**config.mk**
```make
export PLATFORM = sky130hd
export DESIGN_NAME = chaos_pair_iter
export DESIGN_NICKNAME = d
export VERILOG_FILES = /design/src/rtl/chaos_iter_pkg.sv /design/src/rtl/chaos_logistic_step.sv /design/src/rtl/chaos_tent_step.sv /design/src/rtl/chaos_iter_ctrl.sv /design/src/rtl/chaos_iter_datapath.sv /design/src/rtl/chaos_pair_iter.sv
export SDC_FILE = /design/constraint.sdc
export NUM_CORES = 2
export LEC_CHECK = 0
export BUFFER_PORTS_ARGS = -buffer_cell sky130_fd_sc_hd__buf_4
export CORE_MARGIN = 8
export CORE_UTILIZATION = 45
export DETAILED_ROUTE_END_ITERATION = 12
export SYNTH_ARGS = -nofsm -noshare
export SYNTH_HDL_FRONTEND = slang
export SYNTH_SLANG_ARGS = --single-unit
export TNS_END_PERCENT = 100
```
**constraint.sdc**
```tcl
create_clock -name clk -period 17.2 [get_ports clk]
set_input_delay 3.44 -clock clk [delete_from_list [all_inputs] [get_ports clk]]
set_output_delay 3.44 -clock clk [all_outputs]
set_load 0.01 [all_outputs]
```
**src/rtl/chaos_iter_pkg.sv**
```systemverilog
package chaos_iter_pkg;

  localparam int STATE_W   = 16;
  localparam int FRAC_W    = 15;
  localparam int PARAM_W   = 16;
  localparam int PARAM_FRAC = 14;

  localparam logic [STATE_W-1:0] DEF_SEED  = 16'd19988;
  localparam logic [PARAM_W-1:0] DEF_GAIN  = 16'd63897;
  localparam logic [PARAM_W-1:0] DEF_SLOPE = 16'd32604;

  typedef struct packed {
    logic doLoad;
    logic doStep;
  } ctrl_strobe_t;

endpackage

```
**src/rtl/chaos_logistic_step.sv**
```systemverilog
module chaos_logistic_step #(
  parameter int STATE_W    = 16,
  parameter int FRAC_W     = 15,
  parameter int PARAM_W    = 16,
  parameter int PARAM_FRAC = 14
) (
  input  logic [STATE_W-1:0] curX,
  input  logic [PARAM_W-1:0] gain,
  output logic [STATE_W-1:0] nextX
);
  localparam int QUAD_W  = 2 * STATE_W;
  localparam int TRUNC_W = QUAD_W - FRAC_W;
  localparam int SCALE_W = TRUNC_W + PARAM_W;
  localparam int SHIFT_W = SCALE_W - PARAM_FRAC;
  localparam logic [STATE_W-1:0] SAT_VAL = STATE_W'((2 ** FRAC_W) - 1);

  logic [FRAC_W-1:0]  complement;
  logic [QUAD_W-1:0]  quad;
  logic [TRUNC_W-1:0] quadTrunc;
  logic [SCALE_W-1:0] scaled;
  logic [SHIFT_W-1:0] shifted;
  logic               overRange;

  // 1 - x kept inside the fractional field
  assign complement = FRAC_W'(0) - curX[FRAC_W-1:0];
  assign quad       = {{STATE_W{1'b0}}, curX} * {{(QUAD_W-FRAC_W){1'b0}}, complement};
  assign quadTrunc  = quad[QUAD_W-1:FRAC_W];
  assign scaled     = {{PARAM_W{1'b0}}, quadTrunc} * {{TRUNC_W{1'b0}}, gain};
  assign shifted    = scaled[SCALE_W-1:PARAM_FRAC];
  assign overRange  = |shifted[SHIFT_W-1:FRAC_W];
  assign nextX      = overRange ? SAT_VAL
                                : {{(STATE_W-FRAC_W){1'b0}}, shifted[FRAC_W-1:0]};

endmodule

```
**src/rtl/chaos_tent_step.sv**
```systemverilog
module chaos_tent_step #(
  parameter int STATE_W    = 16,
  parameter int FRAC_W     = 15,
  parameter int PARAM_W    = 16,
  parameter int PARAM_FRAC = 14
) (
  input  logic [STATE_W-1:0] curX,
  input  logic [PARAM_W-1:0] slope,
  output logic [STATE_W-1:0] nextX
);
  localparam int SCALE_W = STATE_W + PARAM_W;
  localparam int SHIFT_W = SCALE_W - PARAM_FRAC;
  localparam logic [STATE_W-1:0] SAT_VAL = STATE_W'((2 ** FRAC_W) - 1);

  logic [FRAC_W-1:0]  complement;
  logic               upperHalf;
  logic [STATE_W-1:0] operand;
  logic [SCALE_W-1:0] scaled;
  logic [SHIFT_W-1:0] shifted;
  logic               overRange;

  assign complement = FRAC_W'(0) - curX[FRAC_W-1:0];
  // weight-one-half bit alone picks the branch
  assign upperHalf  = curX[FRAC_W-1];
  assign operand    = upperHalf ? {{(STATE_W-FRAC_W){1'b0}}, complement} : curX;
  assign scaled     = {{PARAM_W{1'b0}}, operand} * {{STATE_W{1'b0}}, slope};
  assign shifted    = scaled[SCALE_W-1:PARAM_FRAC];
  assign overRange  = |shifted[SHIFT_W-1:FRAC_W];
  assign nextX      = overRange ? SAT_VAL
                                : {{(STATE_W-FRAC_W){1'b0}}, shifted[FRAC_W-1:0]};

endmodule

```
**src/rtl/chaos_iter_ctrl.sv**
```systemverilog
module chaos_iter_ctrl
  import chaos_iter_pkg::*;
(
  input  logic         clk,
  input  logic         rstN,
  input  logic         iterTick,
  input  logic         loadEn,
  output ctrl_strobe_t strobes,
  output logic         validOut
);
  logic validQ;

  // load has priority; a tick during a load is dropped
  assign strobes.doLoad = loadEn;
  assign strobes.doStep = iterTick & ~loadEn;

  always_ff @(posedge clk or negedge rstN) begin
    if (!rstN) validQ <= 1'b0;
    else       validQ <= strobes.doStep;
  end

  assign validOut = validQ;

  AST_VALID_TRACES_TICK: assert property (@(posedge clk) disable iff (!rstN)
    validOut |-> ($past(iterTick) && !$past(loadEn)));

  AST_NO_VALID_AFTER_LOAD: assert property (@(posedge clk) disable iff (!rstN)
    loadEn |=> !validOut);

endmodule

```
**src/rtl/chaos_iter_datapath.sv**
```systemverilog
module chaos_iter_datapath
  import chaos_iter_pkg::*;
#(
  parameter int STATE_W    = chaos_iter_pkg::STATE_W,
  parameter int FRAC_W     = chaos_iter_pkg::FRAC_W,
  parameter int PARAM_W    = chaos_iter_pkg::PARAM_W,
  parameter int PARAM_FRAC = chaos_iter_pkg::PARAM_FRAC,
  parameter logic [STATE_W-1:0] RST_SEED  = chaos_iter_pkg::DEF_SEED,
  parameter logic [PARAM_W-1:0] RST_GAIN  = chaos_iter_pkg::DEF_GAIN,
  parameter logic [PARAM_W-1:0] RST_SLOPE = chaos_iter_pkg::DEF_SLOPE
) (
  input  logic               clk,
  input  logic               rstN,
  input  ctrl_strobe_t       strobes,
  input  logic [STATE_W-1:0] seedLog,
  input  logic [STATE_W-1:0] seedTent,
  input  logic [PARAM_W-1:0] gainIn,
  input  logic [PARAM_W-1:0] slopeIn,
  output logic [STATE_W-1:0] logState,
  output logic [STATE_W-1:0] tentState
);
  logic [STATE_W-1:0] logQ, tentQ, logNext, tentNext;
  logic [PARAM_W-1:0] gainQ, slopeQ;

  chaos_logistic_step #(
    .STATE_W(STATE_W), .FRAC_W(FRAC_W), .PARAM_W(PARAM_W), .PARAM_FRAC(PARAM_FRAC)
  ) uLogistic (
    .curX(logQ), .gain(gainQ), .nextX(logNext)
  );

  chaos_tent_step #(
    .STATE_W(STATE_W), .FRAC_W(FRAC_W), .PARAM_W(PARAM_W), .PARAM_FRAC(PARAM_FRAC)
  ) uTent (
    .curX(tentQ), .slope(slopeQ), .nextX(tentNext)
  );

  always_ff @(posedge clk or negedge rstN) begin
    if (!rstN) begin
      logQ   <= RST_SEED;
      tentQ  <= RST_SEED;
      gainQ  <= RST_GAIN;
      slopeQ <= RST_SLOPE;
    end else if (strobes.doLoad) begin
      logQ   <= seedLog;
      tentQ  <= seedTent;
      gainQ  <= gainIn;
      slopeQ <= slopeIn;
    end else if (strobes.doStep) begin
      logQ   <= logNext;
      tentQ  <= tentNext;
    end
  end

  assign logState  = logQ;
  assign tentState = tentQ;

  AST_LOAD_CAPTURE: assert property (@(posedge clk) disable iff (!rstN)
    strobes.doLoad |=> (logQ == $past(seedLog)) && (tentQ == $past(seedTent)));

  AST_IDLE_HOLD: assert property (@(posedge clk) disable iff (!rstN)
    (!strobes.doLoad && !strobes.doStep) |=> ($stable(logQ) && $stable(tentQ)));

  AST_BELOW_ONE: assert property (@(posedge clk) disable iff (!rstN)
    strobes.doStep |=> (!logQ[STATE_W-1] && !tentQ[STATE_W-1]));

  AST_LOG_ZERO_FIXED: assert property (@(posedge clk) disable iff (!rstN)
    (strobes.doStep && logQ == '0) |=> (logQ == '0));

  AST_TENT_ZERO_FIXED: assert property (@(posedge clk) disable iff (!rstN)
    (strobes.doStep && tentQ == '0) |=> (tentQ == '0));

endmodule

```
**src/rtl/chaos_pair_iter.sv**
```systemverilog
module chaos_pair_iter
  import chaos_iter_pkg::*;
(
  input  logic        clk,
  input  logic        rstN,
  input  logic        iterTick,
  input  logic        loadEn,
  input  logic [15:0] seedLog,
  input  logic [15:0] seedTent,
  input  logic [15:0] gainIn,
  input  logic [15:0] slopeIn,
  output logic [15:0] logState,
  output logic [15:0] tentState,
  output logic        outValid
);
  ctrl_strobe_t strobes;

  chaos_iter_ctrl uCtrl (
    .clk(clk), .rstN(rstN), .iterTick(iterTick), .loadEn(loadEn),
    .strobes(strobes), .validOut(outValid)
  );

  chaos_iter_datapath uData (
    .clk(clk), .rstN(rstN), .strobes(strobes),
    .seedLog(seedLog), .seedTent(seedTent), .gainIn(gainIn), .slopeIn(slopeIn),
    .logState(logState), .tentState(tentState)
  );

endmodule

```
**After elaboration in Yosys (flattened, before gate mapping)**

Index checks and enable logic that the tools add are counted.

- Flip-flop bits (word level): 65
- Latch bits: 0
- Memory bits (writable): 0
- Memory bits (read-only): 0
- Output and inout bits: 33
- Word-level logic and storage cells: 22
- Memories: 0

- Add/subtract/negate cells: 2
- Multipliers: 3
- Div/mod/pow operators: 0
- Magnitude comparators: 0
- Eq/ne operators: 0
- Shift operators: 0
- Mux-type cells: 7
- Bitwise gates (word level): 2
- Reductions and logical operators: 3

Operators with widths:

| cell | number |
|---|---|
| $mux W16 | 5 |
| $mul A16 B16 Y32 | 2 |
| $mul A16 B15 Y31 | 1 |
| $mux W15 | 2 |
| $sub A1 B15 Y15 const A | 2 |
| $reduce_or A4 Y1 | 1 |
| $reduce_or A3 Y1 | 1 |
| $reduce_bool A2 Y1 | 1 |
| $and A1 B1 Y1 | 1 |
| $not A1 Y1 | 1 |

**Depth between registers and ports, before layout**

- Depth after elaboration: 7
- Gate-level depth with buffers: 59

**Cells and area by module**

A second synthesis with hierarchy kept.

- Cells, all modules: 3,114
- Area, all modules: 28,391.0 sq um

By module, submodules not included:

| module | times used | cells an instance | area an instance (sq um) | seq. area each (sq um) |
|---|---|---|---|---|
| chaos_logistic_step | 1 | 1,849 | 16,388.2 | 0.0 |
| chaos_tent_step | 1 | 1,055 | 9,016.1 | 0.0 |
| chaos_iter_datapath | 1 | 207 | 2,940.3 | 1,642.8 |
| chaos_iter_ctrl | 1 | 3 | 46.3 | 25.0 |

**Worst setup path after synthesis**

Ideal clock, no wire load.

- Kind: reg-to-reg
- Start: register uData.logQ[0] (netlist: uData.logState[0])
- End: register uData.logQ[0] (netlist: uData.logState[0])
- Arrival: 13,683 ps
- Data required time: 17,073 ps
- Path slack: 3,390 ps
- Stages on the path, launching flop included: 58
- Path buffers: 5
- Cell sequence: dfrtp_1 -> clkbuf_1 -> inv_1 -> clkbuf_1 -> ha_1 -> nand2_1 -> or3_1 -> nor4_1 -> nor3b_1 -> ha_1 -> clkbuf_1 -> nand2b_1 -> fa_1 -> fa_1 -> inv_1 -> fa_1 -> fa_1 -> fa_1 -> [... 22 more ...] -> fa_1 -> fa_1 -> inv_1 -> fa_1 -> inv_1 -> ha_1 -> a21o_1 -> a21o_1 -> a21o_1 -> a21o_1 -> a211oi_1 -> nand2_1 -> o21a_1 -> a31o_1 -> xor2_1 -> nor3_2 -> buf_4 -> a31oi_1

- Word-level cells in the longest chain between the ends: 7

RTL lines:

| item | line | source |
|---|---|---|
| start: declaration | chaos_iter_datapath.sv:22 | `logic [STATE_W-1:0] logQ, tentQ, logNext, tentNext;` |
| start signal: assignment | chaos_iter_datapath.sv:44 | `logQ <= seedLog;` |
| start signal: assignment | chaos_iter_datapath.sv:49 | `logQ <= logNext;` |
| $sub A1 B15 Y15 | chaos_logistic_step.sv:25 | `assign complement = FRAC_W'(0) - curX[FRAC_W-1:0];` |
| $mul A16 B15 Y31 * | chaos_logistic_step.sv:26 | `assign quad = {{STATE_W{1'b0}}, curX} * {{(QUAD_W-FRAC_W){1'b0}}, complement};` |
| $mul A16 B16 Y32 * | chaos_logistic_step.sv:28 | `assign scaled = {{PARAM_W{1'b0}}, quadTrunc} * {{TRUNC_W{1'b0}}, gain};` |
| $reduce_or A4 Y1 | chaos_logistic_step.sv:30 | `assign overRange = \|shifted[SHIFT_W-1:FRAC_W];` |
| $mux W15 * | chaos_logistic_step.sv:31 | `assign nextX = overRange ? SAT_VAL` |
| $mux W16 * | chaos_iter_datapath.sv:48 | `end else if (strobes.doStep) begin` |
| $mux W16 * | chaos_iter_datapath.sv:43 | `end else if (strobes.doLoad) begin` |

Mark *: on every way between the ends. The rest lies on a longest branch, timed or not. The select of a mux whose other input is x is not followed.
A chain may end at the register's enable or synchronous reset.

**Worst setup path after layout**

- Start: register uData.logQ[0] (netlist: uData.logState[0])
- End: register uData.logQ[7] (netlist: uData.logState[7])

The elaborated chain is that of the path after synthesis.

==> results.toml <==
[routing]
wl_per_cell_um = 18.9
routed_wirelength_mm = 71.7
drt_iter0_markers = 1287
drc_errors_left = 0
antenna_violating_nets_left = 0
vias_per_cell = 5.22
vias = 19900
drt_pre_antenna_iters = 6

[clock_network]
clk_pin_slew_worst_paths_ns = 0.07
max-clock-path-buffers = 2
cts_hold_repair.buffers = 0
clkLatencyLatePin_ns = 0.37
post-cts-setup-buffers = 0
numClockSinks = 65
clk_root_buffer_cell = "sky130_fd_sc_hd__clkbuf_16"
cts_inserted_buffers = 9
tritoncts = "done"
htree_num_levels = 3
post_cts.resized_instances = 0

[synth]
synth_cell_type_count = 73
cell_area_synth_um2 = 27200
synth_ff_type = "sky130_fd_sc_hd__dfstp_2"
synth_compound_area_share_pct = 5.34
largest_family_of_logic_cells_by_synthesized_area = "adder cells"
synth-adder-area-share_pct = 56.0
synth.area.mux_share_pct = 1.54
synthesis.yosys.warnings = 0
asyncSetResetFlopFracSynth_pct = 100
yosysSeqAreaShare_pct = 6.14
synth_xor_area_share_pct = 2.13
syn-num-nets = 3952
synth.top_cells.by_area = "sky130_fd_sc_hd__fa_1, sky130_fd_sc_hd__ha_1, sky130_fd_sc_hd__inv_1, sky130_fd_sc_hd__and2_1, sky130_fd_sc_hd__nand2_1"
post-synth-top-area-fraction_pct = 41.6
synth_area_leader_cell = "sky130_fd_sc_hd__fa_1"
mean_instance_size_in_the_synthesized_netlist_um2 = 9.03
synth_seq_cells = 65
synth-edff-count = 0
yosys.area_share.simple_pct = 17.7
netlist_instances = 3007

[setup_path]
path_class = "flip-flop to flip-flop"
worst-endpoint-arrival_ns = 15.58
critical_path_startpoint_category = "flip-flop"
worst_path_most_repeated_cell = "sky130_fd_sc_hd__fa_1"
path_buf_inv = 9
timing.critical_path.slowest_cell_delay_ns = 0.73
critPathMaxFanout = 24
critPathTopFamily = "adder cells"
cp-end-kind = "flip-flop"
critPathSlowestCell = "sky130_fd_sc_hd__nor3_2"
cp_data_required_time_ns = 17.39

[sta]
layout_worst_path_cycle_share_pct = 89.4
hold_viol_final = 0
setup_viol = 0
post-route-min-period_ns = 15.38
worstMarginPinSlew_ns = 1.13
slew_headroom_pct = 24.8
timing.fmax_mhz = 65.0
rsz_0062_raised_after_global_routing = "no"
fin_setup_tns_ns = 0
timing.clock.skew_ns = 0.0172
slew_violations = 0

[floorplanning]
chipWidth_um = 262
floorplan.core_area_um2 = 60000
design.die.area_um2 = 68500
std_cell_rows = 90
initial_core_utilization_pct = 45.3
num_io_pins = 101
die_height_um = 262

[status]
outcome = "finished, final reports clean"

[layout]
final_cell_mix = "sky130_fd_sc_hd__inv_1, sky130_fd_sc_hd__fa_1, sky130_fd_sc_hd__nand2_1, sky130_fd_sc_hd__ha_1, sky130_fd_sc_hd__and2_1"
area_delta_synth_final_pct = 6.55
fraction_of_final_layout_cells_with_drive_strength_greater_than_1_pct = 8.24
layout_commonest_cell = "sky130_fd_sc_hd__inv_1"
finalNetCount = 3961
count_of_inserted_antenna_diode_cells = 0

[hold_path]
timing.hold.worst.class = "flip-flop to flip-flop"

[job]
max-cap-violations = 0

[place]
detailedPlacementHpwl_mm = 57.2
finalWeightedCongestion = 0.871
io_buffers = 100

[grt]
grt_start_max_net_pins = 98
track_usage_pct = 22.1
grt_pass1_vias = 22300
grt_pass1_wl_mm = 120
grt_overflow_total = 0
antenna_found_initial = 0
## area by class of cell
| type | instances | area, µm² |
|---|---|---|
| inverters | 666 | 2500 |
| clock buffers | 9 | 225 |
| flip-flops and latches | 65 | 1670 |
| repair buffers | 134 | 1010 |
| clock inverters | 7 | 77.6 |
| well taps | 782 | 978 |
| fillers | 5728 | 31100 |
| multi-input cells | 2140 | 22500 |
## metrics by stage
stage | area, µm² | utilization [%] | setup slack (ns) | hold WS (ns) | instances
floorplan | 27200 | - | 3.39 | 0.557 | 3007
CTS | 28900 | 48.2 | 1.94 | 0.631 | 3803
global placement | 28600 | 47.7 | 2.43 | 0.585 | 3787
finish | 28900 | 48.2 | 1.82 | 0.615 | 3803
detailed placement | 28600 | 47.7 | 1.98 | 0.622 | 3787
global route | 28900 | 48.2 | 0.980 | 0.650 | 3803
## final timing paths
path                                     startpoint             endpoint  slack (ns)  cells after the start
worst max-delay path              uData.logState[0]    uData.logState[7]        1.82                     51
worst min-delay path            uData.tentState[15]  uData.tentState[15]        0.62                      2
worst max register to register    uData.logState[0]    uData.logState[7]        1.82                     51
worst min register to register  uData.tentState[15]  uData.tentState[15]        0.62                      2
max in group asynchronous                      rstN    uData.logState[1]       13.36                      1
min in group asynchronous                      rstN  uData.tentState[15]        3.22                      1
## cell usage after synthesis (all sizes together), types with 2 or more instances
| master | number |
|---|---|
| or3 | 7 |
| nor3 | 16 |
| a31o | 3 |
| a211oi | 5 |
| mux2 | 33 |
| xor2 | 22 |
| a311oi | 2 |
| dfrtp | 32 |
| or4 | 3 |
| mux2i | 3 |
| o41a | 2 |
| o211ai | 2 |
| nor4b | 2 |
| nand2 | 345 |
| o41ai | 2 |
| o21a | 9 |
| nand2b | 109 |
| o21ai | 23 |
| o31ai | 7 |
| clkbuf | 115 |
| a41oi | 2 |
| o21bai | 5 |
| nor4 | 4 |
| a21o | 39 |
| nor2b | 95 |
| inv | 666 |
| nand3 | 8 |
| fa | 564 |
| and4 | 3 |
| buf | 21 |
| nor2 | 109 |
| a2111oi | 2 |
| xnor2 | 41 |
| and3 | 5 |
| a21oi | 84 |
| nand4 | 8 |
| or2 | 4 |
| a221oi | 3 |
| a31oi | 20 |
| nor3b | 2 |
| ha | 313 |
| dfstp | 33 |
| and2 | 224 |
## state kept, by name, indices dropped and copies added (netlist names)
register and flops:
uCtrl.validOut 1, uData.gainQ 16, uData.logState 16, uData.slopeQ 16, uData.tentState 16
## worst min-delay path, cell delays in order (launching register included)
cell                       delay (ns)
sky130_fd_sc_hd__dfrtp_1         0.42
sky130_fd_sc_hd__nand2b_1        0.08
sky130_fd_sc_hd__o21ai_0         0.08
## routing by layer
layer / wire [µm] / vias to the layer above / GRT usage [%]
li1: - / 8997 / -
met1: 32300 / 10200 / 30.4
met2: 34600 / 526 / 37.3
met3: 3480 / 92 / 2.57
met4: 1320 / 0 / 4.80
met5: 0 / - / 0
## cell families (layout without fill, tap and decap cells)
| family | after synthesis | after routing |
|---|---|---|
| mux | 36 | 36 |
| xor+xnor | 63 | 63 |
| flops | 65 | 65 |
| compound gates | 217 | 217 |
| fa+ha+maj | 877 | 877 |
| buf+inv | 802 | 816 |
| simple gates | 947 | 947 |
Power is not shown: default switching activity piles up to over one toggle a cycle in this logic, so the estimate is an artifact.
